==> src/rtl/prbs_chk_pkg.sv <==
`timescale 1ns/1ps
package prbs_chk_pkg;
  typedef enum logic {
    MODE_PRBS   = 1'b0,
    MODE_REPEAT = 1'b1
  } pat_mode_e;

  typedef enum logic {
    ST_HUNT = 1'b0,
    ST_LOCK = 1'b1
  } sync_st_e;
endpackage

==> src/rtl/prbs_lock_ctrl.sv <==
`timescale 1ns/1ps
// Acquisition run counter and sliding error window.
module prbs_lock_ctrl
  import prbs_chk_pkg::*;
#(
  parameter int LOCK_RUN  = 32,
  parameter int WIN       = 64,
  parameter int ERR_LIMIT = 6
) (
  input  logic clk,
  input  logic rst_n,
  input  logic adv,
  input  logic mismatch,
  output logic locked
);
  localparam int RUN_W = $clog2(LOCK_RUN + 1);
  localparam int ERR_W = $clog2(WIN + 1);

  sync_st_e         state;
  logic [RUN_W-1:0] run_cnt;
  logic [WIN-1:0]   win_hist;
  logic [ERR_W-1:0] win_errs;
  logic [ERR_W-1:0] win_next;
  logic             too_many;

  always_comb begin
    win_next = win_errs + ERR_W'(mismatch) - ERR_W'(win_hist[WIN-1]);
    too_many = (win_next >= ERR_W'(ERR_LIMIT));
  end

  assign locked = (state == ST_LOCK);

  always_ff @(posedge clk or negedge rst_n) begin
    if (!rst_n) begin
      state    <= ST_HUNT;
      run_cnt  <= '0;
      win_hist <= '0;
      win_errs <= '0;
    end else if (adv) begin
      case (state)
        ST_HUNT: begin
          if (mismatch) begin
            run_cnt <= '0;
          end else if (run_cnt == RUN_W'(LOCK_RUN - 1)) begin
            state    <= ST_LOCK;
            run_cnt  <= '0;
            win_hist <= '0;
            win_errs <= '0;
          end else begin
            run_cnt <= run_cnt + RUN_W'(1);
          end
        end
        default: begin
          if (too_many) begin
            state    <= ST_HUNT;
            run_cnt  <= '0;
            win_hist <= '0;
            win_errs <= '0;
          end else begin
            win_hist <= {win_hist[WIN-2:0], mismatch};
            win_errs <= win_next;
          end
        end
      endcase
    end
  end
endmodule

==> config.mk <==
export PLATFORM = sky130hd
export DESIGN_NAME = prbs_lock_ctrl
export DESIGN_NICKNAME = d
export VERILOG_FILES = /design/src/rtl/prbs_chk_pkg.sv /design/src/rtl/prbs_lock_ctrl.sv
export SDC_FILE = /design/constraint.sdc
export NUM_CORES = 1
export LEC_CHECK = 0
export CAP_MARGIN = 0
export CORE_ASPECT_RATIO = 0.7
export CORE_UTILIZATION = 61
export CTS_BUF_LIST = sky130_fd_sc_hd__clkbuf_8 sky130_fd_sc_hd__clkbuf_16
export CTS_CLUSTER_SIZE = 40
export DETAILED_ROUTE_END_ITERATION = 12
export PLACE_DENSITY = 0.78
export SLEW_MARGIN = 5
export SYNTH_ARGS = -nofsm -noshare
export SYNTH_HDL_FRONTEND = slang
export SYNTH_SLANG_ARGS = --single-unit
==> constraint.sdc <==
create_clock -name clk -period 3.08 [get_ports clk]
set_input_delay 0.616 -clock clk [delete_from_list [all_inputs] [get_ports clk]]
set_output_delay 0.616 -clock clk [all_outputs]
set_load 0.03 [all_outputs]
==> impl_metrics.xml, run 1 <==
<?xml version="1.0" encoding="UTF-8"?>
<metrics>
  <group name="yosys">
    <metric name="ff_latch_count_synth" unit="">78</metric>
    <metric name="synth_cell_type_count" unit="">37</metric>
    <metric name="top_post_synthesis_cells_by_area" unit="">dfrtp_1 60%, a22o_1 19%, ha_1 3.1%</metric>
    <metric name="synth-main-ff-cell" unit="">dfrtp_1</metric>
    <metric name="yosysSeqAreaShare" unit="%">60.0</metric>
    <metric name="synth.top_cell.area_share" unit="%">60.0</metric>
    <metric name="synthDominantAreaCellType" unit="">dfrtp_1</metric>
    <metric name="postSynthCellCount" unit="">250</metric>
    <metric name="synth_area_per_cell" unit="um2">13.0</metric>
    <metric name="synth_edf_count" unit="">0</metric>
    <metric name="async_flop_share" unit="%">100</metric>
    <metric name="synth_area" unit="mm2">0.00325</metric>
    <metric name="yosys_warns" unit="">0</metric>
    <metric name="nets_in_the_synthesized_netlist" unit="">263</metric>
  </group>
  <group name="power_and_ir_drop">
    <metric name="power.total" unit="mW">2.44</metric>
    <metric name="netSwitchingPower" unit="mW">0.793</metric>
    <metric name="power.sequential.fraction" unit="%">46.6</metric>
    <metric name="share_clk_of_total_power" unit="%">26.1</metric>
    <metric name="pwr-share-comb" unit="%">27.3</metric>
    <metric name="worst_ir_drop_vdd" unit="mV">0.395</metric>
    <metric name="sw_frac_of_total" unit="%">32.5</metric>
    <metric name="p_int" unit="mW">1.65</metric>
    <metric name="power_density" unit="mW/mm2">682</metric>
    <metric name="power_leakage" unit="nW">1.74</metric>
  </group>
  <group name="timing">
    <metric name="timing.final.crit_share" unit="%">93.7</metric>
    <metric name="slew_violations" unit="">0</metric>
    <metric name="hold_viol_final" unit="">0</metric>
    <metric name="fmaxAchievable" unit="MHz">346</metric>
    <metric name="finalSetupViolCount" unit="">0</metric>
    <metric name="fin_worst_skew" unit="ps">9.82</metric>
    <metric name="finalWorstPathRequiredPeriod" unit="ps">2890</metric>
    <metric name="grt_setup_unrepaired" unit="">false</metric>
    <metric name="tightestPinTransition" unit="ps">928</metric>
    <metric name="hold_ws" unit="ps">395</metric>
    <metric name="maxSlewHeadroom" unit="%">38.1</metric>
  </group>
  <group name="drt">
    <metric name="vias" unit="">2016</metric>
    <metric name="drt-initial-drc-count" unit="">136</metric>
    <metric name="wire_per_inst" unit="um">15.9</metric>
    <metric name="drc" unit="">0</metric>
    <metric name="routed_wl" unit="um">5360</metric>
    <metric name="drt.antenna.violating_nets" unit="">0</metric>
    <metric name="vias_per_cell" unit="">5.96</metric>
    <metric name="drtPass1Iterations" unit="">4</metric>
  </group>
  <group name="cts">
    <metric name="cts-root-buf" unit="">clkbuf_8</metric>
    <metric name="tritoncts.num_buffers" unit="">9</metric>
    <metric name="cts_num_sinks" unit="">78</metric>
    <metric name="clockBufferDepth" unit="">2</metric>
    <metric name="clk_pin_slew_worst_paths" unit="ps">80</metric>
    <metric name="cts_hold_buf" unit="">0</metric>
    <metric name="cts.htree.levels" unit="">3</metric>
    <metric name="tritoncts" unit="">built</metric>
    <metric name="clk_latency" unit="ps">340</metric>
  </group>
  <group name="worst_setup_path">
    <metric name="timing.critical_path.required" unit="ps">3350</metric>
    <metric name="worst_ep_arrival_time" unit="ps">3160</metric>
    <metric name="worst_setup_path_start_kind" unit="">input pin</metric>
    <metric name="timing.setup.critical_path_class" unit="">input pin to flop</metric>
    <metric name="timing.critical_path.to_type" unit="">flop</metric>
    <metric name="worstPathMaxFanout" unit="">39</metric>
  </group>
  <group name="cells_and_area">
    <metric name="filler_cell_count" unit="">353</metric>
    <metric name="areaGrowthSynthToFinish" unit="%">10.1</metric>
    <metric name="layout_common_cells" unit="">78 x dfrtp_1, 71 x a22o_1, 14 x inv_1, 14 x buf_4, 11 x nor2_1</metric>
    <metric name="final-seq-area" unit="mm2">0.00195</metric>
    <metric name="layout.cells.most_common" unit="">dfrtp_1</metric>
    <metric name="finish.net_count" unit="">277</metric>
    <metric name="layout-drive-gt1-share" unit="%">14.9</metric>
    <metric name="post-route-util" unit="%">72.4</metric>
    <metric name="finalNonFillerCells" unit="">338</metric>
    <metric name="multi_input_combinational_cell_area" unit="mm2">0.00117</metric>
    <metric name="antennaDiodeCount" unit="">0</metric>
  </group>
  <group name="global_route">
    <metric name="grt_antenna_before_repair" unit="">0</metric>
    <metric name="gr_ovfl_total" unit="">0</metric>
    <metric name="grt_pass1_wl" unit="um">9600</metric>
    <metric name="grt_pass1_vias" unit="">2075</metric>
    <metric name="globalRouteTotalUtil" unit="%">22.9</metric>
    <metric name="largest_net_degree_at_the_start_of_global_routing" unit="">79</metric>
  </group>
  <group name="floorplan">
    <metric name="chipHeight" unit="um">63.1</metric>
    <metric name="design.die.area" unit="mm2">0.00563</metric>
    <metric name="core_area" unit="mm2">0.00494</metric>
    <metric name="row_count" unit="">21</metric>
    <metric name="io_pins" unit="">5</metric>
    <metric name="initial_utilization" unit="%">65.8</metric>
    <metric name="die_w" unit="um">89.3</metric>
  </group>
  <group name="place">
    <metric name="hpwl" unit="um">3320</metric>
    <metric name="place.port_buffers" unit="">4</metric>
    <metric name="placed_cells" unit="">322</metric>
    <metric name="gp_routability_congestion" unit="">0.802</metric>
  </group>
  <group name="worst_hold_path">
    <metric name="min-delay-path-class" unit="">input pin to asynchronous set/reset pin</metric>
  </group>
  <group name="run_status">
    <metric name="status" unit="">finished clean</metric>
  </group>
  <group name="flow_run">
    <metric name="cap_violations" unit="">0</metric>
  </group>
</metrics>
layout make-up:
class | count | area share, %
sequential | 78 | 54.5
multi-input combinational | 145 | 32.8
timing repair buffer | 18 | 4.34
clock buffer | 9 | 3.46
tap | 69 | 2.41
inverter | 12 | 1.26
clock inverter | 7 | 1.15
power by group through the flow:
stage / registers [mW] / clock network (mW) / logic, mW
floorplan: 1.15 / 0 / 0.433
global placement: 1.15 / 0 / 0.641
detailed placement: 1.15 / 0 / 0.657
CTS: 1.14 / 0.656 / 0.665
global route: 1.15 / 0.690 / 0.740
finish: 1.14 / 0.637 / 0.666
worst max-delay path, stage by stage:
cell	delay, ps
clkdlybuf4s50_1	480
ha_1	170
inv_1	50
fa_1	390
xor2_1	210
o22ai_1	110
nor4_2	250
o211ai_2	170
nor3_4	290
buf_12	240
a22o_1	180
state kept, by name, summed over array words and instances, names as in the netlist:
signal,count
locked,1
win_hist,64
win_errs,7
run_cnt,6
Yosys cell counts (3+ instances only):
| cell | instances |
|---|---|
| a21oi_1 | 3 |
| and2_1 | 4 |
| nand2b_1 | 4 |
| a22o_1 | 71 |
| nor2_1 | 11 |
| o21ai_0 | 4 |
| nand2_1 | 5 |
| dfrtp_1 | 78 |
| clkbuf_1 | 8 |
| ha_1 | 8 |
| nor2b_1 | 3 |
| buf_6 | 5 |
| inv_1 | 12 |
| nand3_1 | 6 |
metrics by stage:
stage,setup TNS (ps),worst slack (ps),area (um2)
4_1_cts,0,172,3570
2_1_floorplan,0,418,3250
3_3_place_gp,-3900,-82.1,3410
5_1_grt,0,30.7,3580
3_5_place_dp,-9660,-169,3410
6_report,0,193,3580
layer usage:
layer  part of all wire, %  global-route usage [%]  wire length (um)
met1                    52                    33.5              2780
met2                    44                    32.3              2330
met3                   2.7                    5.90               143
met4                   1.8                    10.5                99
met5                     0                       0                 0
cell families after synthesis:
logic type	synth area share (%)
buf+inv	4.35
fa+ha+maj	3.70
compound gates	23.1
xor+xnor	0.539
simple gates	6.97
mux	1.31
flops	60.0
final timing paths:
| check | cells past startpoint | end | from | slack [ps] |
|---|---|---|---|---|
| min in group clk | 1 | win_hist[31]$_DFFE_PN0P_ | win_hist[30]$_DFFE_PN0P_ | 490 |
| setup / recovery | 11 | win_hist[44]$_DFFE_PN0P_ | mismatch | 190 |
| hold reg to reg | 1 | win_hist[31]$_DFFE_PN0P_ | win_hist[30]$_DFFE_PN0P_ | 490 |
| hold / removal | 1 | run_cnt[3]$_DFFE_PN0P_ | rst_n | 400 |
| setup reg to reg | 12 | win_hist[44]$_DFFE_PN0P_ | win_hist[63]$_DFFE_PN0P_ | 230 |
| max in group asynchronous | 1 | win_errs[1]$_DFFE_PN0P_ | rst_n | 2060 |
timing repair:
action / in CTS / in global routing
setup buffers: 0 / 0
endpoints found under the setup margin: 0 / 1
gates resized for setup: 0 / 1
Note: power is estimated with default switching activity, not from simulation.
==> inputs of run 2 (changes only) <==
Settings changed: RECOVER_POWER set to 50, REMOVE_ABC_BUFFERS set to 1.
==> impl_metrics.xml, run 2 (synthesized netlist as in run 1, its figures left out) <==
<?xml version="1.0" encoding="UTF-8"?>
<metrics>
  <group name="drt">
    <metric name="drc" unit="">0</metric>
    <metric name="drtPass1Iterations" unit="">4</metric>
    <metric name="drt.antenna.violating_nets" unit="">0</metric>
    <metric name="routed_wl" unit="um">5660</metric>
    <metric name="drt-initial-drc-count" unit="">173</metric>
    <metric name="vias" unit="">2033</metric>
    <metric name="wire_per_inst" unit="um">16.9</metric>
    <metric name="vias_per_cell" unit="">6.07</metric>
  </group>
  <group name="timing">
    <metric name="fin_worst_skew" unit="ps">9.35</metric>
    <metric name="hold_viol_final" unit="">0</metric>
    <metric name="finalSetupViolCount" unit="">0</metric>
    <metric name="tightestPinTransition" unit="ps">1840</metric>
    <metric name="timing.final.crit_share" unit="%">93.8</metric>
    <metric name="maxSlewHeadroom" unit="%">-22.8</metric>
    <metric name="slew_violations" unit="">79</metric>
    <metric name="finalWorstPathRequiredPeriod" unit="ps">2890</metric>
    <metric name="fmaxAchievable" unit="MHz">346</metric>
  </group>
  <group name="global_route">
    <metric name="grt_antenna_before_repair" unit="">0</metric>
    <metric name="grt_pass1_vias" unit="">1980</metric>
    <metric name="largest_net_degree_at_the_start_of_global_routing" unit="">79</metric>
    <metric name="gr_ovfl_total" unit="">0</metric>
    <metric name="grt_pass1_wl" unit="um">9400</metric>
    <metric name="globalRouteTotalUtil" unit="%">22.8</metric>
  </group>
  <group name="cts">
    <metric name="cts-root-buf" unit="">clkbuf_8</metric>
    <metric name="tritoncts" unit="">built</metric>
    <metric name="clk_pin_slew_worst_paths" unit="ps">80</metric>
    <metric name="tritoncts.num_buffers" unit="">9</metric>
    <metric name="cts.htree.levels" unit="">3</metric>
    <metric name="cts_num_sinks" unit="">78</metric>
    <metric name="clk_latency" unit="ps">350</metric>
    <metric name="clockBufferDepth" unit="">2</metric>
  </group>
  <group name="floorplan">
    <metric name="chipHeight" unit="um">63.1</metric>
    <metric name="io_pins" unit="">5</metric>
    <metric name="initial_utilization" unit="%">65.8</metric>
    <metric name="design.die.area" unit="mm2">0.00563</metric>
    <metric name="core_area" unit="mm2">0.00494</metric>
    <metric name="die_w" unit="um">89.3</metric>
    <metric name="row_count" unit="">21</metric>
  </group>
  <group name="cells_and_area">
    <metric name="max_flop_register" unit="">win_hist</metric>
    <metric name="stdcell_area" unit="mm2">0.00367</metric>
    <metric name="number_of_flip_flops_under_the_largest_register_name" unit="">64</metric>
    <metric name="layout.cells.most_common" unit="">dfrtp_1</metric>
    <metric name="antennaDiodeCount" unit="">0</metric>
    <metric name="finish.net_count" unit="">274</metric>
    <metric name="layout-drive-gt1-share" unit="%">14.3</metric>
    <metric name="layout_common_cells" unit="">78 x dfrtp_1, 71 x a22o_1, 12 x inv_1</metric>
    <metric name="largestRegisters" unit="">win_hist (64), win_errs (7), run_cnt (6)</metric>
    <metric name="areaGrowthSynthToFinish" unit="%">12.9</metric>
  </group>
  <group name="worst_setup_path">
    <metric name="timing.critical_path.to_type" unit="">flop</metric>
    <metric name="timing.critical_path.required" unit="ps">3360</metric>
    <metric name="worst_setup_path_start_kind" unit="">input pin</metric>
    <metric name="worst_ep_arrival_time" unit="ps">3170</metric>
    <metric name="worstPathMaxFanout" unit="">26</metric>
    <metric name="timing.setup.critical_path_class" unit="">input pin to flop</metric>
  </group>
  <group name="place">
    <metric name="gp_routability_congestion" unit="">0.847</metric>
    <metric name="placed_area" unit="mm2">0.00340</metric>
    <metric name="place.port_buffers" unit="">4</metric>
    <metric name="hpwl" unit="um">3230</metric>
  </group>
  <group name="power_and_ir_drop">
    <metric name="worst_ir_drop_vdd" unit="mV">0.509</metric>
    <metric name="power_leakage" unit="nW">1.76</metric>
    <metric name="power.total" unit="mW">2.65</metric>
    <metric name="power_density" unit="mW/mm2">721</metric>
  </group>
  <group name="worst_hold_path">
    <metric name="min-delay-path-class" unit="">flop to flop</metric>
  </group>
  <group name="flow_run">
    <metric name="cap_violations" unit="">1</metric>
  </group>
  <group name="run_status">
    <metric name="status" unit="">finished, violations left</metric>
    <metric name="violations" unit="">max-capacitance violations, max-slew violations</metric>
  </group>
</metrics>
==> run 2: changes by cell type in the layout (fill, tap and decap cells not counted), sizes merged <==
cell	delta
bufinv	+2
inv	-3
buf	-5
clkbuf	+3
==> run 2: cell type report <==
type	count	area [um2]
sequential	78	1950
fill	331	1270
tap	69	86.3
clock inverter	6	85.1
clock buffer	10	138
multi-input combinational	145	1180
inverter	12	45.0
timing repair buffer	15	185
==> run 2: critical path, cell delays in order <==
cell	delay (ps)
clkdlybuf4s50_1	480
ha_1	170
inv_1	50
fa_1	390
xor2_1	230
o22ai_1	110
nor4_2	240
o211ai_2	210
nor3_4	200
buf_12	150
buf_12	160
a22o_1	150
==> run 2: worst paths after layout <==
check,start,cells past startpoint,to,slack [ps]
setup / recovery,mismatch,12,win_hist[17]$_DFFE_PN0P_,190
hold / removal,win_hist[30]$_DFFE_PN0P_,1,win_hist[31]$_DFFE_PN0P_,490
setup reg to reg,win_hist[63]$_DFFE_PN0P_,13,win_hist[17]$_DFFE_PN0P_,210
hold reg to reg,win_hist[30]$_DFFE_PN0P_,1,win_hist[31]$_DFFE_PN0P_,490
max in group asynchronous,rst_n,1,win_hist[30]$_DFFE_PN0P_,1220
min in group asynchronous,rst_n,1,win_hist[40]$_DFFE_PN0P_,760
==> run 2: power by group <==
group	internal (mW)	switching, mW
Clock	0.475	0.363
Sequential	1.08	0.0563
Combinational	0.284	0.389
Total	1.84	0.808
==> run 2: through the flow <==
step | hold WS [ps] | setup slack [ps] | setup TNS (ps) | util [%] | instances
after global placement | 469 | -146 | -8210 | 68.8 | 317
after detailed placement | 476 | -200 | -11350 | 68.8 | 317
final | 493 | 191 | 0 | 74.3 | 335
after floorplan | 320 | -1200 | -78990 | - | 235
after global routing | 516 | -37.0 | -355 | 74.3 | 335
after CTS | 431 | 152 | 0 | 73.3 | 333
==> run 2: per-layer routing <==
layer  track usage [%]  routed length (um)  vias to the layer above
met3              7.21                 220                       12
met1              33.1                2840                     1018
met4              10.3                  95                        0
met5                 0                   0                        -
met2              31.2                2510                       51
li1                  -                   -                      952
==> run 2: repair_timing <==
item / CTS / global route
resized for setup: 0 / 1
hold buffers: 0 / 0
setup endpoints to repair: 0 / 71
buffers inserted: 0 / 1
==> inputs of run 3 (changes only) <==
Settings changed: CORE_MARGIN set to 1.5, CORE_UTILIZATION 61 to 64, CTS_BUF_LIST sky130_fd_sc_hd__clkbuf_8 sky130_fd_sc_hd__clkbuf_16 to sky130_fd_sc_hd__clkbuf_8, PLACE_DENSITY 0.78 to 0.81.
==> impl_metrics.xml, run 3 (synthesized netlist as in run 1, its figures left out) <==
<?xml version="1.0" encoding="UTF-8"?>
<metrics>
  <group name="run_status">
    <metric name="status" unit="">finished, violations left</metric>
    <metric name="violations" unit="">max-capacitance violations, max-slew violations</metric>
  </group>
  <group name="floorplan">
    <metric name="chipHeight" unit="um">62.6</metric>
    <metric name="row_count" unit="">21</metric>
    <metric name="die_w" unit="um">88.2</metric>
    <metric name="design.die.area" unit="mm2">0.00552</metric>
    <metric name="io_pins" unit="">5</metric>
    <metric name="initial_utilization" unit="%">67.2</metric>
    <metric name="core_area" unit="mm2">0.00483</metric>
  </group>
  <group name="worst_hold_path">
    <metric name="holdPathStages" unit="">1</metric>
    <metric name="min-delay-path-class" unit="">flop to flop</metric>
    <metric name="holdCritStartpoint" unit="">win_hist[56]$_DFFE_PN0P_</metric>
    <metric name="min_delay_worst_endpoint" unit="">win_hist[57]$_DFFE_PN0P_</metric>
  </group>
  <group name="power_and_ir_drop">
    <metric name="power_density" unit="mW/mm2">687</metric>
    <metric name="pwr-share-comb" unit="%">27.8</metric>
    <metric name="worst_ir_drop_vdd" unit="mV">0.468</metric>
    <metric name="p_int" unit="mW">1.66</metric>
    <metric name="sw_frac_of_total" unit="%">32.7</metric>
    <metric name="power_leakage" unit="nW">1.74</metric>
    <metric name="power.sequential.fraction" unit="%">46.0</metric>
    <metric name="power.total" unit="mW">2.47</metric>
    <metric name="share_clk_of_total_power" unit="%">26.2</metric>
    <metric name="netSwitchingPower" unit="mW">0.808</metric>
  </group>
  <group name="place">
    <metric name="place.port_buffers" unit="">4</metric>
    <metric name="placed_area" unit="mm2">0.00338</metric>
    <metric name="placed_cells" unit="">320</metric>
    <metric name="hpwl" unit="um">3530</metric>
    <metric name="gp_routability_congestion" unit="">0.867</metric>
  </group>
  <group name="cts">
    <metric name="tritoncts" unit="">built</metric>
    <metric name="cts_num_sinks" unit="">78</metric>
    <metric name="clk_pin_slew_worst_paths" unit="ps">70</metric>
    <metric name="tritoncts.num_buffers" unit="">9</metric>
    <metric name="clockBufferDepth" unit="">2</metric>
    <metric name="clk_latency" unit="ps">350</metric>
    <metric name="cts.htree.levels" unit="">3</metric>
    <metric name="cts-root-buf" unit="">clkbuf_8</metric>
    <metric name="cts_hold_buf" unit="">0</metric>
  </group>
  <group name="timing">
    <metric name="fin_worst_skew" unit="ps">15.5</metric>
    <metric name="grt_setup_unrepaired" unit="">true</metric>
    <metric name="maxSlewHeadroom" unit="%">-22.4</metric>
    <metric name="finalSetupViolCount" unit="">0</metric>
    <metric name="finalWorstPathRequiredPeriod" unit="ps">2990</metric>
    <metric name="timing.final.crit_share" unit="%">97.1</metric>
    <metric name="hold_ws" unit="ps">492</metric>
    <metric name="fmaxAchievable" unit="MHz">334</metric>
    <metric name="tightestPinTransition" unit="ps">1840</metric>
    <metric name="slew_violations" unit="">79</metric>
    <metric name="hold_viol_final" unit="">0</metric>
  </group>
  <group name="drt">
    <metric name="drtPass1Iterations" unit="">4</metric>
    <metric name="drc" unit="">0</metric>
    <metric name="vias_per_cell" unit="">5.94</metric>
    <metric name="drt.antenna.violating_nets" unit="">0</metric>
    <metric name="routed_wl" unit="um">5570</metric>
    <metric name="drt-initial-drc-count" unit="">115</metric>
    <metric name="wire_per_inst" unit="um">16.6</metric>
    <metric name="vias" unit="">1997</metric>
  </group>
  <group name="cells_and_area">
    <metric name="layout.cells.most_common" unit="">dfrtp_1</metric>
    <metric name="filler_cell_count" unit="">326</metric>
    <metric name="layout_common_cells" unit="">78 x dfrtp_1, 71 x a22o_1, 13 x inv_1</metric>
    <metric name="stdcell_area" unit="mm2">0.00360</metric>
    <metric name="final-seq-area" unit="mm2">0.00195</metric>
    <metric name="post-route-util" unit="%">74.4</metric>
    <metric name="number_of_flip_flops_under_the_largest_register_name" unit="">64</metric>
    <metric name="finalNonFillerCells" unit="">336</metric>
    <metric name="multi_input_combinational_cell_area" unit="mm2">0.00121</metric>
    <metric name="antennaDiodeCount" unit="">0</metric>
    <metric name="areaGrowthSynthToFinish" unit="%">10.6</metric>
    <metric name="max_flop_register" unit="">win_hist</metric>
    <metric name="largestRegisters" unit="">win_hist (64), win_errs (7), run_cnt (6)</metric>
    <metric name="layout-drive-gt1-share" unit="%">15.7</metric>
    <metric name="finish.net_count" unit="">276</metric>
  </group>
  <group name="worst_setup_path">
    <metric name="cp_slowest_cell" unit="">clkdlybuf4s50_1</metric>
    <metric name="r2r-start" unit="">win_hist[63]$_DFFE_PN0P_</metric>
    <metric name="ff2ff_setup_slack" unit="ps">110</metric>
    <metric name="worst_setup_path_start_kind" unit="">input pin</metric>
    <metric name="timing.setup.critical_path_class" unit="">input pin to flop</metric>
    <metric name="worstPathMaxFanout" unit="">6</metric>
    <metric name="critical-path-max-stage-delay" unit="ps">490</metric>
    <metric name="crit_chain" unit="">clkdlybuf4s50_1 &gt; ha_2 &gt; inv_1 &gt; fa_2 &gt; xor2_2 &gt; o22ai_2 &gt; nor4_4 &gt; o211ai_2 &gt; buf_4 &gt; o31ai_4 &gt; buf_6 &gt; a22o_1</metric>
    <metric name="timing.rr.end" unit="">run_cnt[1]$_DFFE_PN0P_</metric>
    <metric name="worstPathBufferInverterCount" unit="">4</metric>
    <metric name="cell_family_contributing_the_most_delay_on_the_critical_path" unit="">buffers and inverters</metric>
    <metric name="worst-r2r-cell-count" unit="">13</metric>
    <metric name="worst_ep_arrival_time" unit="ps">3280</metric>
    <metric name="timing.critical_path.required" unit="ps">3370</metric>
    <metric name="timing.critical_path.to_type" unit="">flop</metric>
  </group>
  <group name="global_route">
    <metric name="grt_pass1_wl" unit="um">9490</metric>
    <metric name="largest_net_degree_at_the_start_of_global_routing" unit="">79</metric>
    <metric name="globalRouteMet2Util" unit="%">32.8</metric>
    <metric name="globalRouteTotalUtil" unit="%">23.4</metric>
    <metric name="global_route.usage.met3" unit="%">9.25</metric>
    <metric name="grt_busiest_layer" unit="">met1</metric>
    <metric name="gr_ovfl_total" unit="">0</metric>
    <metric name="grt_pass1_vias" unit="">2008</metric>
    <metric name="grt_antenna_before_repair" unit="">0</metric>
    <metric name="grt.met1_usage" unit="%">33.3</metric>
  </group>
  <group name="flow_run">
    <metric name="cap_violations" unit="">1</metric>
  </group>
</metrics>
## run 3: cell types whose count changed in the layout (fill, tap and decap cells not counted), sizes merged
| cell | previous run | this run |
|---|---|---|
| clkinvlp | 2 | 0 |
| bufinv | 2 | 0 |
| buf | 10 | 13 |
| clkbuf | 12 | 11 |
| clkinv | 2 | 4 |
| inv | 12 | 13 |
## run 3: layout make-up
class                           instances  area share, %
Sequential cell                        78           54.3
Multi-Input combinational cell        145           33.6
Timing Repair Buffer                   17           3.90
Clock buffer                           10           3.83
Tap cell                               69           2.40
Inverter                               12           1.25
Clock inverter                          5          0.765
## run 3: repair_timing
item | 4_1_cts | 5_1_grt
cloned | 0 | 0
buffers inserted | 0 | 1
pin swaps | 1 | 5
endpoints found under the setup margin | 7 | 72
gates resized for setup | 0 | 8
## run 3: power by group through the flow
stage / clock network [mW] / registers, mW / logic (mW)
after floorplan: 0 / 1.15 / 0.369
after global placement: 0 / 1.15 / 0.603
after detailed placement: 0 / 1.15 / 0.630
after global routing: 0.708 / 1.14 / 0.751
final: 0.648 / 1.14 / 0.687
after CTS: 0.669 / 1.14 / 0.633
## run 3: how the worst max path moves through the flow
stage          depth (start not counted)                       to  slack (ps)                     start
2_1_floorplan                         11  win_errs[0]$_DFFE_PN0P_       -1200  win_hist[63]$_DFFE_PN0P_
3_3_place_gp                          12   run_cnt[0]$_DFFE_PN0P_        -250                  mismatch
3_5_place_dp                          12   run_cnt[3]$_DFFE_PN0P_        -380                  mismatch
4_1_cts                               13   run_cnt[1]$_DFFE_PN0P_          40  win_hist[63]$_DFFE_PN0P_
5_1_grt                               14   run_cnt[5]$_DFFE_PN0P_         -60   win_errs[0]$_DFFE_PN0P_
6_report                              12   run_cnt[1]$_DFFE_PN0P_          90                  mismatch
## run 3: per-layer routing
layer,wire length (um),share of wire (%)
met4,83,1.5
met5,0,0
met2,2420,43
met3,174,3.1
met1,2900,52
## run 3: stage by stage
| step | TNS (ps) | setup WS, ps |
|---|---|---|
| finish | 0 | 90.3 |
| detailed placement | -22410 | -384 |
| CTS | 0 | 43.9 |
| floorplan | -78990 | -1200 |
| global route | -1360 | -57.3 |
| global placement | -14700 | -249 |
